### src/rtl/dma_irq_pkg.sv
package dma_irq_pkg;
  localparam int REG_W        = 8;
  localparam int B_ILLEGAL    = 0;
  localparam int B_SCRIPT_INT = 2;
  localparam int B_STEP       = 3;
  localparam int B_ABORT      = 4;
  localparam int B_BUS_FAULT  = 5;
  localparam int B_PARITY     = 6;

  localparam logic [REG_W-1:0] IMPL_DEFAULT =
      REG_W'((1 << B_ILLEGAL) | (1 << B_SCRIPT_INT) | (1 << B_STEP) |
             (1 << B_ABORT) | (1 << B_BUS_FAULT) | (1 << B_PARITY));

  typedef enum logic {
    SEL_MASK = 1'b0,
    SEL_STAT = 1'b1
  } reg_sel_e;
endpackage

### src/rtl/dirq_mask_reg.sv
module dirq_mask_reg #(
  parameter int               REG_W = 8,
  parameter logic [REG_W-1:0] IMPL  = '1
) (
  input  logic             clk,
  input  logic             rst_n,
  input  logic             wr_en,
  input  logic [REG_W-1:0] wdata,
  output logic [REG_W-1:0] mask_q,
  output logic [REG_W-1:0] mask_d
);
  // Next value is exported so the pin stage can align with the update.
  assign mask_d = wr_en ? (wdata & IMPL) : mask_q;

  always_ff @(posedge clk or negedge rst_n) begin
    if (!rst_n) mask_q <= '0;
    else        mask_q <= mask_d;
  end
endmodule

### src/rtl/dirq_status_reg.sv
module dirq_status_reg #(
  parameter int               REG_W = 8,
  parameter logic [REG_W-1:0] IMPL  = '1
) (
  input  logic             clk,
  input  logic             rst_n,
  input  logic [REG_W-1:0] evt,
  input  logic             clr,
  output logic [REG_W-1:0] stat_q,
  output logic [REG_W-1:0] stat_d,
  output logic             new_evt
);
  logic [REG_W-1:0] evt_live;

  assign evt_live = evt & IMPL;
  assign new_evt  = |evt_live;
  // Clear acts first; an event in the same cycle is ORed back in.
  assign stat_d   = (clr ? '0 : stat_q) | evt_live;

  always_ff @(posedge clk or negedge rst_n) begin
    if (!rst_n) stat_q <= '0;
    else        stat_q <= stat_d;
  end
endmodule

### src/rtl/dirq_output_stage.sv
module dirq_output_stage #(
  parameter int REG_W = 8
) (
  input  logic             clk,
  input  logic             rst_n,
  input  logic [REG_W-1:0] stat_d,
  input  logic [REG_W-1:0] mask_d,
  input  logic [REG_W-1:0] stat_q,
  input  logic             new_evt,
  input  logic             restart,
  output logic             irq_n,
  output logic             halt
);
  logic pin_hit;
  logic halt_release;

  assign pin_hit      = |(stat_d & mask_d);
  assign halt_release = restart && (stat_q == '0);

  always_ff @(posedge clk or negedge rst_n) begin
    if (!rst_n) begin
      irq_n <= 1'b1;
      halt  <= 1'b0;
    end else begin
      irq_n <= ~pin_hit;
      if (new_evt)           halt <= 1'b1;
      else if (halt_release) halt <= 1'b0;
    end
  end
endmodule

### src/rtl/dma_irq_gate.sv
module dma_irq_gate #(
  parameter int               REG_W = dma_irq_pkg::REG_W,
  parameter logic [REG_W-1:0] IMPL  = dma_irq_pkg::IMPL_DEFAULT
) (
  input  logic             clk,
  input  logic             rst_n,
  input  logic             cfg_sel,
  input  logic             cfg_wr,
  input  logic             cfg_rd,
  input  logic [REG_W-1:0] cfg_wdata,
  output logic [REG_W-1:0] cfg_rdata,
  input  logic [REG_W-1:0] evt_i,
  input  logic             restart_i,
  output logic             irq_n_o,
  output logic             dma_pend_o,
  output logic             halt_o
);
  import dma_irq_pkg::*;

  logic             mask_wr;
  logic             stat_clr;
  logic [REG_W-1:0] mask_q, mask_d;
  logic [REG_W-1:0] stat_q, stat_d;
  logic             new_evt;

  assign mask_wr  = cfg_wr && (cfg_sel == SEL_MASK);
  assign stat_clr = cfg_rd && (cfg_sel == SEL_STAT);

  dirq_mask_reg #(.REG_W(REG_W), .IMPL(IMPL)) u_mask (
    .clk    (clk),
    .rst_n  (rst_n),
    .wr_en  (mask_wr),
    .wdata  (cfg_wdata),
    .mask_q (mask_q),
    .mask_d (mask_d)
  );

  dirq_status_reg #(.REG_W(REG_W), .IMPL(IMPL)) u_stat (
    .clk     (clk),
    .rst_n   (rst_n),
    .evt     (evt_i),
    .clr     (stat_clr),
    .stat_q  (stat_q),
    .stat_d  (stat_d),
    .new_evt (new_evt)
  );

  dirq_output_stage #(.REG_W(REG_W)) u_out (
    .clk     (clk),
    .rst_n   (rst_n),
    .stat_d  (stat_d),
    .mask_d  (mask_d),
    .stat_q  (stat_q),
    .new_evt (new_evt),
    .restart (restart_i),
    .irq_n   (irq_n_o),
    .halt    (halt_o)
  );

  assign cfg_rdata  = (cfg_sel == SEL_STAT) ? stat_q : mask_q;
  assign dma_pend_o = |stat_q;
endmodule

### config.mk
export PLATFORM = sky130hd
export DESIGN_NAME = dma_irq_gate
export DESIGN_NICKNAME = d
export VERILOG_FILES = /design/src/rtl/dma_irq_pkg.sv /design/src/rtl/dirq_mask_reg.sv /design/src/rtl/dirq_status_reg.sv /design/src/rtl/dirq_output_stage.sv /design/src/rtl/dma_irq_gate.sv
export SDC_FILE = /design/constraint.sdc
export NUM_CORES = 1
export LEC_CHECK = 0
export BUFFER_PORTS_ARGS = -buffer_cell sky130_fd_sc_hd__buf_2
export CORE_MARGIN = 10
export CORE_UTILIZATION = 30
export DETAILED_ROUTE_END_ITERATION = 6
export PLACE_DENSITY_LB_ADDON = 0.3
export SYNTH_ARGS = -nofsm -noshare
export SYNTH_HDL_FRONTEND = slang
export SYNTH_HIERARCHICAL = 1
export SYNTH_SLANG_ARGS = --single-unit
### constraint.sdc
create_clock -name clk -period 1.2 [get_ports clk]
set_clock_uncertainty 0.05 [all_clocks]
set_input_delay 0.12 -clock clk [delete_from_list [all_inputs] [get_ports clk]]
set_output_delay 0.12 -clock clk [all_outputs]
set_load 0.1 [all_outputs]
## Word-level counts from Yosys, hierarchy flattened

Cells that the tools add are included.

| word-level totals | value |
|---|---|
| input bits | 22 |
| word-level logic and storage cells | 21 |
| output and inout bits | 11 |
| register bits after elaboration | 18 |

| cells by class | value |
|---|---|
| bitwise gates (word level) | 4 |
| mux-type cells | 5 |
| reductions and logical operators | 8 |

Operators with widths:

| kind | number |
|---|---|
| 8-bit 2-to-1 mux | 3 |
| 8-bit OR reduction | 2 |
| 8-bit AND | 1 |
| 8-bit zero test | 1 |
| 8-bit by 7-bit OR with 8-bit output | 1 |
| 6-bit OR reduction | 1 |
| 1-bit logical AND | 3 |
| 1-bit 2-to-1 mux | 2 |
| 1-bit inverter | 2 |
| 2-bit nonzero test | 1 |

## Logic depth before layout (Yosys ltp)

| depth | value |
|---|---|
| depth after elaboration | 6 |
| depth in mapped cells | 6 |

## Cells and area by module

Netlist, hierarchy kept.

By module, submodules not included:

| module | area an instance (um^2) | times used | cells an instance |
|---|---|---|---|
| dirq_mask_reg | 319.1 | 1 | 17 |
| dirq_status_reg | 276.5 | 1 | 20 |
| dma_irq_gate | 163.9 | 1 | 14 |
| dirq_output_stage | 125.1 | 1 | 12 |

## Worst setup path after synthesis

Ideal clock, no wire load.

| timing path | value |
|---|---|
| path type | register to output |
| start point | register u_stat.stat_q[6] |
| end point | output dma_pend_o |
| data required time | 1.030 ns |
| arrival | 1.232 ns |
| path slack | -0.202 ns |
| cell stages (with the launch flop) | 3 |
| path buffers | 0 |
| path through | dfrtp_1 nor4_1 nand2_1 |

| on the way | value |
|---|---|
| cells in the longest elaborated chain, start to end | 1 |

Ends and longest elaborated chain:

| what | line | source |
|---|---|---|
| from (decl) | dirq_status_reg.sv:9 | `output logic [REG_W-1:0] stat_q,` |
| from (signal assigned) | dirq_status_reg.sv:22 | `else stat_q <= stat_d;` |
| 8-bit OR reduction | dma_irq_gate.sv:61 | `assign dma_pend_o = \|stat_q;` |
| to (decl) | dma_irq_gate.sv:15 | `output logic dma_pend_o,` |

Every way passes these cells.

## Final worst setup path

Ends and elaborated chain as after synthesis.

==> flow_summary.yaml <==
clocking:
  numCtsBuffers: 3
  path_clk_slew_ns: 0.11
  htree_num_levels: 1
  clock_sinks: 18
  clock_path_buffers: 2
  tritoncts: "yes"
  worst_skew_pair.late_latency_ns: 0.29
  buffer_type_at_the_clock_tree_root: "sky130_fd_sc_hd__clkbuf_4"
status:
  status: "complete, but fails checks"
  violations: "setup timing"
floorplanning:
  floorplan.die_area_um2: 5520
  core.rowCount: 19
  core_footprint_um2: 2780
  initial_core_util_pct: 31.8
  die_x_um: 74.3
  fp.dieH_um: 74.3
  boundaryPins: 33
detailed_routing:
  wl_per_cell_um: 18.0
  postRouteAntennaNets: 0
  dr_total_vias: 734
  drt-initial-drc-count: 23
  dr.pass1.iters: 4
  drc: 0
  total_wire_length_after_detailed_routing_mm: 2.69
  viasPerCell: 4.93
cells_and_area:
  antenna_cells: 0
  finish.net_count: 141
  share_of_final_layout_standard_cells_stronger_than_drive_strength_1_pct: 71.2
  filler_cell_count: 229
  final_cells: 149
  area_added_between_synthesis_and_finish_pct: 72.4
synth:
  most_repeated_cell_in_the_gate_level_netlist_after_synthesis: "sky130_fd_sc_hd__dfrtp_1"
  yosys_register_bits: 18
  ys.flop_type: "sky130_fd_sc_hd__dfrtp_1"
  synth_edf_count: 0
  synth_top_area_cell: "sky130_fd_sc_hd__dfrtp_1"
  synth_top_cells_by_area: "sky130_fd_sc_hd__dfrtp_1, sky130_fd_sc_hd__mux2_4, sky130_fd_sc_hd__a21o_1"
  syn-cell-area_um2: 885
  asyncSetResetFlopFracSynth_pct: 100
  synth_sequential_area_ratio_pct: 51.1
  synth_cell_types: 17
  yosys_warnings: 6
  yosysTopAreaCellShare_pct: 48.1
  cells_after_synthesis: 63
  post_synth_most_frequent_cells: "sky130_fd_sc_hd__dfrtp_1, sky130_fd_sc_hd__mux2_4, sky130_fd_sc_hd__a21o_1"
  synth.avg_cell_area_um2: 14.0
  postSynthNetCount: 85
timing:
  fmax_mhz: 678
  maxSlewViolCount: 0
  rsz0062_at_grt: "true"
  whs_ns: 0.0182
  finalCritPeriodShare_pct: 123
  maxSlewHeadroom_pct: 72.8
  tightest_slew_ns: 0.407
  final_setup_vio_count: 12
  final.setup.worst_slack_ns: -0.274
  minimum_period_implied_by_the_final_worst_setup_slack_ns: 1.47
  timing.final.hold_violations: 0
power:
  static-leakage-power_uw: 0.000711
  vdd.ir_drop.worst_uv: 769
  p_per_area_nw_per_um2: 1130
  post-layout-total-power_uw: 1730
placed_design:
  dp_cells: 133
  port_buffers: 28
  hpwlAfterDp_mm: 1.88
  gpl.final_weighted_congestion: 0.816
  place_ws_ns: -0.244
global_route:
  number_of_global_route_vias_before_repair: 856
  globalRouteTotalUtil_pct: 9.93
  grt_antenna_before_repair: 0
  maximum_number_of_pins_on_one_net_before_global_route_repair: 19
  grt-ovfl-total: 0
  grt_first_pass_wirelength_mm: 4.25
setup_path:
  cp_max_fo: 2
  worstSetupEndpointType: "output port"
  worst_ep_arrival_ns: 1.30
  timing.critical_path.required_ns: 1.03
  crit_path_start_kind: "flip-flop"
  path_class: "reg -> out"
worst_hold_path:
  hp-class: "in -> reg"
flow_run:
  max_cap_viol_count: 0
[cell families (layout without fill, tap and decap cells)]
logic type,Yosys count,in the layout,share of synthesized area [%]
mux,14,14,23.8
flops,18,18,51.1
compound gates,11,11,9.34
simple gates,17,17,12.9
buf+inv,3,58,2.97
[cell type report]
cell class	instances	area (µm²)	area share, %
inverters	1	3.75	0.246
clock buffers	4	36.3	2.38
well taps	31	38.8	2.54
flip-flops and latches	18	453	29.7
multi-input cells	42	468	30.7
repair buffers	53	526	34.5
[layout by cell type (no fill, tap or decap)]
master	instances
sky130_fd_sc_hd__a21o_1	5
sky130_fd_sc_hd__a21o_4	1
sky130_fd_sc_hd__a22oi_1	2
sky130_fd_sc_hd__a22oi_2	2
sky130_fd_sc_hd__a31oi_1	1
sky130_fd_sc_hd__and2_2	1
sky130_fd_sc_hd__and2b_2	3
sky130_fd_sc_hd__and4_1	1
sky130_fd_sc_hd__buf_12	10
sky130_fd_sc_hd__buf_2	17
sky130_fd_sc_hd__buf_4	13
sky130_fd_sc_hd__buf_6	10
sky130_fd_sc_hd__clkbuf_4	3
sky130_fd_sc_hd__clkbuf_8	1
sky130_fd_sc_hd__dfrtp_1	16
sky130_fd_sc_hd__dfrtp_2	1
sky130_fd_sc_hd__dfstp_2	1
sky130_fd_sc_hd__dlygate4sd3_1	3
sky130_fd_sc_hd__inv_1	1
sky130_fd_sc_hd__mux2_4	14
sky130_fd_sc_hd__nand2_1	1
sky130_fd_sc_hd__nand2_2	1
sky130_fd_sc_hd__nor2_1	3
sky130_fd_sc_hd__nor2b_4	2
sky130_fd_sc_hd__nor4_1	1
sky130_fd_sc_hd__nor4_2	3
sky130_fd_sc_hd__nor4b_4	1
[critical path: stages, from the launching register on]
cell and delay, ns:
sky130_fd_sc_hd__dfrtp_1 0.42, sky130_fd_sc_hd__nor4_2 0.30, sky130_fd_sc_hd__nand2_2 0.10, sky130_fd_sc_hd__buf_6 0.20
[what timing repair did]
item,4_1_cts,5_1_grt
pin swaps,9,7
hold buffers,3,0
setup endpoints to repair,11,12
gates resized for setup,15,7
endpoints found under the hold margin,19,0
buffers inserted,6,4
[path summary, 6_finish.rpt]
path / end / from / depth (start not counted) / slack (ns)
min in group asynchronous: u_mask/mask_q[4]$_DFF_PN0_ / rst_n / 2 / 0.22
max in group asynchronous: u_out/irq_n$_DFF_PN1_ / rst_n / 2 / 0.55
setup / recovery: dma_pend_o / u_stat/stat_q[6]$_DFF_PN0_ / 3 / -0.27
setup reg to reg: u_out/irq_n$_DFF_PN1_ / u_stat/stat_q[6]$_DFF_PN0_ / 5 / -0.11
hold / removal: u_mask/mask_q[6]$_DFF_PN0_ / cfg_wdata[6] / 2 / 0.02
hold reg to reg: u_mask/mask_q[6]$_DFF_PN0_ / u_mask/mask_q[6]$_DFF_PN0_ / 1 / 0.49
[flip-flops by register name, summed over array words and instances (netlist names)]
| register | count |
|---|---|
| u_mask/mask_q | 8 |
| u_stat/stat_q | 8 |
| u_out/halt | 1 |
| u_out/irq_n | 1 |
[through the flow]
step	util [%]	cell area (µm²)	setup TNS, ns
3_3_place_gp	46.5	1290	-0.270
6_report	54.8	1530	-2.25
5_1_grt	54.8	1530	-2.83
2_1_floorplan	-	897	-0.185
4_1_cts	52.9	1470	-2.31
3_5_place_dp	46.5	1290	-0.342
[per-layer routing]
metal  track usage (%)  share of wire [%]
met3              3.99                9.7
met2              15.8                 52
met1              11.5                 38
met5                 0                  0
met4              4.47                1.0
[power by group]
part | switching [µW] | internal, µW | leakage [µW] | total, µW
Sequential | 32.0 | 654 | 0.000205 | 686
Clock | 190 | 185 | 0.0000210 | 374
Combinational | 363 | 307 | 0.000485 | 670
Power figures use the tool's default switching activity.
